==> src/rtl/awd_pkg.sv <==
package awd_pkg;
   typedef enum logic [1:0] {
      AWD_CMD_NONE   = 2'b00,
      AWD_CMD_SINGLE = 2'b01,
      AWD_CMD_GROUP  = 2'b10,
      AWD_CMD_OFF    = 2'b11
   } awd_cmd_e;
endpackage

==> src/rtl/awd_cfg.sv <==
module awd_cfg
   import awd_pkg::*;
#(
   parameter int THR_W  = 16,
   parameter int NUM_CH = 19,
   parameter int CH_W   = 5
) (
   input  logic             clk,
   input  logic             rst_n,
   input  logic             thr_we,
   input  logic [THR_W-1:0] thr_lo_wr,
   input  logic [THR_W-1:0] thr_hi_wr,
   input  awd_cmd_e         cmd,
   input  logic [CH_W-1:0]  cmd_chan,
   input  logic             cmd_reg,
   input  logic             cmd_ins,
   output logic [THR_W-1:0] thr_lo,
   output logic [THR_W-1:0] thr_hi,
   output logic             reg_en,
   output logic             ins_en,
   output logic             single,
   output logic [CH_W-1:0]  chan
);
   localparam logic [CH_W:0] CH_LIMIT = (CH_W+1)'(NUM_CH);

   logic chan_ok;
   assign chan_ok = ({1'b0, cmd_chan} < CH_LIMIT);

   always_ff @(posedge clk or negedge rst_n) begin
      if (!rst_n) begin
         thr_lo <= '0;
         thr_hi <= '1;
      end else if (thr_we) begin
         thr_lo <= thr_lo_wr;
         thr_hi <= thr_hi_wr;
      end
   end

   always_ff @(posedge clk or negedge rst_n) begin
      if (!rst_n) begin
         reg_en <= 1'b0;
         ins_en <= 1'b0;
         single <= 1'b0;
         chan   <= '0;
      end else begin
         unique case (cmd)
            AWD_CMD_SINGLE: if (chan_ok) begin
               reg_en <= 1'b1;
               ins_en <= 1'b1;
               single <= 1'b1;
               chan   <= cmd_chan;
            end
            AWD_CMD_GROUP: begin
               reg_en <= cmd_reg;
               ins_en <= cmd_ins;
               single <= 1'b0;
            end
            AWD_CMD_OFF: begin
               reg_en <= 1'b0;
               ins_en <= 1'b0;
               single <= 1'b0;
               chan   <= '0;
            end
            default: ;
         endcase
      end
   end
endmodule

==> src/rtl/awd_cmp.sv <==
module awd_cmp #(
   parameter int DATA_W = 12,
   parameter int THR_W  = 16,
   parameter int CH_W   = 5
) (
   input  logic              res_valid,
   input  logic [DATA_W-1:0] res_data,
   input  logic [CH_W-1:0]   res_chan,
   input  logic              res_ins,
   input  logic [THR_W-1:0]  thr_lo,
   input  logic [THR_W-1:0]  thr_hi,
   input  logic              reg_en,
   input  logic              ins_en,
   input  logic              single,
   input  logic [CH_W-1:0]   chan,
   output logic              hit
);
   logic [THR_W-1:0] value;
   logic             grp_on;
   logic             chan_on;
   logic             outside;

   assign value   = THR_W'(res_data);
   assign grp_on  = res_ins ? ins_en : reg_en;
   assign chan_on = !single || (res_chan == chan);
   assign outside = (value > thr_hi) || (value < thr_lo);
   assign hit     = res_valid && grp_on && chan_on && outside;
endmodule

==> src/rtl/awd_flag.sv <==
module awd_flag (
   input  logic clk,
   input  logic rst_n,
   input  logic set_i,
   input  logic clr_i,
   input  logic irq_en,
   output logic flag,
   output logic irq
);
   always_ff @(posedge clk or negedge rst_n) begin
      if (!rst_n)
         flag <= 1'b0;
      else if (set_i)
         flag <= 1'b1;
      else if (clr_i)
         flag <= 1'b0;
   end

   assign irq = flag & irq_en;
endmodule

==> src/rtl/awd_window_mon.sv <==
module awd_window_mon
   import awd_pkg::*;
#(
   parameter int DATA_W   = 12,
   parameter int THR_W    = 16,
   parameter int NUM_CH   = 19,
   parameter int CMP_PIPE = 0,
   localparam int CH_W    = $clog2(NUM_CH)
) (
   input  logic              clk,
   input  logic              rst_n,
   input  logic              res_valid,
   input  logic [DATA_W-1:0] res_data,
   input  logic [CH_W-1:0]   res_chan,
   input  logic              res_ins,
   input  logic              thr_we,
   input  logic [THR_W-1:0]  thr_lo_wr,
   input  logic [THR_W-1:0]  thr_hi_wr,
   input  logic [1:0]        mode_cmd,
   input  logic [CH_W-1:0]   cmd_chan,
   input  logic              cmd_reg,
   input  logic              cmd_ins,
   input  logic              irq_en,
   input  logic              flag_clr,
   output logic              evt_flag,
   output logic              irq,
   output logic              mon_reg_en,
   output logic              mon_ins_en,
   output logic              mon_single,
   output logic [CH_W-1:0]   mon_chan
);
   if (DATA_W > THR_W) begin : g_bad_w
      $error("DATA_W must not exceed THR_W");
   end
   if (NUM_CH < 2) begin : g_bad_ch
      $error("NUM_CH must be at least 2");
   end
   if (CMP_PIPE != 0 && CMP_PIPE != 1) begin : g_bad_pipe
      $error("CMP_PIPE must be 0 or 1");
   end

   logic [THR_W-1:0] thr_lo, thr_hi;
   logic             hit;
   logic             flag_set;

   awd_cfg #(.THR_W(THR_W), .NUM_CH(NUM_CH), .CH_W(CH_W)) i_cfg (
      .clk       (clk),
      .rst_n     (rst_n),
      .thr_we    (thr_we),
      .thr_lo_wr (thr_lo_wr),
      .thr_hi_wr (thr_hi_wr),
      .cmd       (awd_cmd_e'(mode_cmd)),
      .cmd_chan  (cmd_chan),
      .cmd_reg   (cmd_reg),
      .cmd_ins   (cmd_ins),
      .thr_lo    (thr_lo),
      .thr_hi    (thr_hi),
      .reg_en    (mon_reg_en),
      .ins_en    (mon_ins_en),
      .single    (mon_single),
      .chan      (mon_chan)
   );

   awd_cmp #(.DATA_W(DATA_W), .THR_W(THR_W), .CH_W(CH_W)) i_cmp (
      .res_valid (res_valid),
      .res_data  (res_data),
      .res_chan  (res_chan),
      .res_ins   (res_ins),
      .thr_lo    (thr_lo),
      .thr_hi    (thr_hi),
      .reg_en    (mon_reg_en),
      .ins_en    (mon_ins_en),
      .single    (mon_single),
      .chan      (mon_chan),
      .hit       (hit)
   );

   if (CMP_PIPE == 1) begin : g_pipe
      logic hit_q;
      always_ff @(posedge clk or negedge rst_n) begin
         if (!rst_n) hit_q <= 1'b0;
         else        hit_q <= hit;
      end
      assign flag_set = hit_q;
   end else begin : g_direct
      assign flag_set = hit;
   end

   awd_flag i_flag (
      .clk    (clk),
      .rst_n  (rst_n),
      .set_i  (flag_set),
      .clr_i  (flag_clr),
      .irq_en (irq_en),
      .flag   (evt_flag),
      .irq    (irq)
   );
endmodule

==> config.mk <==
export PLATFORM = sky130hd
export DESIGN_NAME = awd_window_mon
export DESIGN_NICKNAME = d
export VERILOG_FILES = /design/src/rtl/awd_pkg.sv /design/src/rtl/awd_cfg.sv /design/src/rtl/awd_cmp.sv /design/src/rtl/awd_flag.sv /design/src/rtl/awd_window_mon.sv
export SDC_FILE = /design/constraint.sdc
export NUM_CORES = 1
export LEC_CHECK = 0
export BUFFER_PORTS_ARGS = -buffer_cell sky130_fd_sc_hd__buf_2
export CELL_PAD_IN_SITES_DETAIL_PLACEMENT = 1
export CELL_PAD_IN_SITES_GLOBAL_PLACEMENT = 1
export CORE_MARGIN = 2
export CORE_UTILIZATION = 40
export DETAILED_ROUTE_END_ITERATION = 10
export HOLD_SLACK_MARGIN = 0.08
export PLACE_DENSITY_LB_ADDON = 0.1
export RECOVER_POWER = 25
export SLEW_MARGIN = 10
export SYNTH_ARGS = -nofsm -noshare
export SYNTH_HDL_FRONTEND = slang
export SYNTH_SLANG_ARGS = --single-unit
==> constraint.sdc <==
create_clock -name clk -period 4.46 [get_ports clk]
set_input_delay 0 -clock clk [delete_from_list [all_inputs] [get_ports clk]]
set_output_delay 0 -clock clk [all_outputs]
set_load 0.1 [all_outputs]
==> impl_results.md <==
* Status: finished with violations
* Violated checks: max-capacitance violations, max-slew violations
* Port buffer count at 74
* FF+latch count, synth at 41
* WL/cell at 14.7 um
* Post-route antenna net violation count at 0
* Data required time of the critical path at 4.64 ns
* PwrDens at 304 nW/um2
* Placed Cells at ~360
* Final Skew at 0.00483 ns
* Nets at 432
* Post-DP Area at 2660 um2
* P_leak at about 1.6 nW
* Grt ovf at 0
* Vias at 2,040
* CTS tree: yes
* Num CTS Buffers at 5
* Tot Pwr at ~970 uW
* Post-synth cell types at 34
* 1st-iter DRT viols at 33
* Die Wd at between 70 and 80 um
* Synth Flop Type: dfrtp_1
* Max-cap violation count at 1
* Worst-Skew Late Latency at ~0.29 ns
* FILL cells at 632
* Vias per cell at between 4 and 5
* Clock sinks at approximately 40
* Kind of end point of the critical path: flip-flop
* Routed Wire Length at slightly above 6000 um
* Fin crit period at between 2 and 2.5 ns
* RSZ-0062 raised after global routing: no
* Worst Slack Setup Final at around 2.1 ns
* Multi-input gate area in the final layout at 1060 um2
* Dpl ws at approximately 2.6 ns
* F_max at 417 MHz
* Initial Util at 40.9%
* Synth Area per Inst at between 9 and 10 um2
* Worst path max stage delay at about 0.56 ns
* Critical Setup Path Class: flip-flop to flip-flop
* Register area share after synthesis at between 40% and 50%
* Hold WC Path Type: input pin to flip-flop
* Crit path launch type: flip-flop
* DRC Markers at 0
* Initial antenna violation count at 0
* Setup tns final at 0 ns
* Crit path DAT at ~2.6 ns
* Yosys Warn Count at 0
* Pin count of the biggest net entering global routing at between 50 and 60
* Final period util at between 50 and 60%
* R2R depth at 8
* # setup viols final at 0
* Synthesized area at approximately 2200 um2
* Worst path most repeated cell: a211oi_1
* Synth Net Count at ~310
* CTS root buf: clkbuf_8
* Share of cells above drive strength 1 at between 30% and 40%
* Post-cts resize count at 0
* Synthesized instance count at around 220
* Die Y at just under 80 um
* Peak supply drop at 147 uV
* Post-layout util at 58.8%
* Post-detail-place hpwl at roughly 4100 um
* Fin. max-slew vios at between 50 and 60
* Worst Hold Path Cells at 4
* GR Util All Layers at approximately 22%
* Area of the core at about 5400 um2
* Ports at 75
* Row count at 27
* Worst Hold Slack at between 0.1 and 0.15 ns
* Clk slew on worst S/H paths at about 0.08 ns
* Worst-path cell chain: inv_1, ha_1, nand4_1, nor4_1, a211oi_1, a211oi_1, o22ai_1, dlygate4sd3_1
* Final GP Congestion at between 0.7 and 0.8
* First-pass GRT wire length at 10,800 um
* Crit-path max FO at 3
* Slowest stage cell, crit path: dlygate4sd3_1
* Vias in the first global route at ~2,400
* Finished Layout Cells at 417
* Die footprint at ~6200 um2
* R2r setup slk at about 2.1 ns
* Antenna diodes at 0
* Post-synth ARST share at between 90% and 100%
* Slew headroom at -39.7%
* H-tree Lvls at 2
* Hold Vio Cnt, Final at 0
* Layout area overhead at 43.9%
* Fin area at ~3200 um2
* Reg area at 1050 um2
* Commonest non-fill, non-tap cells in the layout: buf_2 (73), dlygate4sd3_1 (45), nand2_1 (36)
* Most common cell after layout, fill and taps aside: buf_2
* Post-synth EDFFs at 0
* CTS Buffer Depth at 2
* 1st-pass router iterations at 4
* Slew @ Worst Pin at approximately 2.1 ns
[cell usage after synthesis (all sizes together) (2+ instances only)]
cell type	instances	area (um2)
clkbuf	4	15.0
mux2i	5	50.1
o2111ai	2	17.5
dfrtp	25	626
ha	23	288
xnor2	3	26.3
inv	24	90.1
o21ai	33	165
xor2	2	17.5
nor4	2	12.5
a21oi	8	40.0
dfstp	16	420
nor2b	3	18.8
and4	2	17.5
buf	2	8.75
mux2	10	113
nor2	5	18.8
a211oi	4	30.0
nand2	36	135
nand4	3	18.8
[sequential cells by signal (all words and copies together), names as in the netlist]
register	flops
i_cfg.reg_en	1
i_cfg.single	1
i_cfg.ins_en	1
i_cfg.chan	5
i_cfg.thr_hi	16
i_flag.flag	1
i_cfg.thr_lo	16
[final timing paths]
check                                  from               end
setup reg to reg           i_cfg.thr_hi[11]       i_flag.flag
max in group asynchronous             rst_n  i_cfg.thr_lo[11]
setup / recovery           i_cfg.thr_hi[11]       i_flag.flag
hold reg to reg             i_cfg.thr_hi[3]   i_cfg.thr_hi[3]
hold / removal                  mode_cmd[0]     i_cfg.chan[2]
min in group asynchronous             rst_n   i_cfg.thr_lo[5]
[routing by layer]
metal,GRT usage [%],share of wire [%]
met5,0,0
met4,5.79,1.3
met3,4.02,3.9
met2,41.8,53
met1,25.4,42
[where the power goes]
group / total, mW / internal (mW) / switching [mW]
clock network: 0.255 / 0.126 / 0.129
registers: 0.435 / 0.416 / 0.0182
logic: 0.282 / 0.113 / 0.169
total: 0.972 / 0.656 / 0.316
[repair_timing]
action,CTS,global route
buffers inserted,0,0
hold endpoints to repair,66,0
endpoints found under the setup margin,0,0
hold buffers,45,0
[kinds of logic (layout without fill, tap and decap cells)]
kind of cell / after synthesis / after routing / synth area share [%]
buf+inv: 30 / 151 / 5.12
xor+xnor: 5 / 5 / 1.97
simple gates: 56 / 56 / 11.3
flops: 41 / 41 / 47.0
mux: 15 / 15 / 7.32
compound gates: 54 / 54 / 14.3
fa+ha+maj: 23 / 23 / 12.9
[cell type report]
class | count | area share (%)
inverters | 24 | 2.82
clock buffers | 8 | 2.82
repair buffers | 119 | 25.6
well taps | 72 | 2.82
multi-input cells | 153 | 33.2
flip-flops and latches | 41 | 32.7
[worst max-delay path, delay by kind of cell, from the launching register on]
family                     cells  cell delay [ns]
AOI/OAI and AO/OA              3             0.48
adders and majority gates      1             0.30
buffers and inverters          2             0.60
DFF                            1             0.52
and+or+nand+nor                2             0.37
Note: power is estimated with default switching activity, not from simulation.
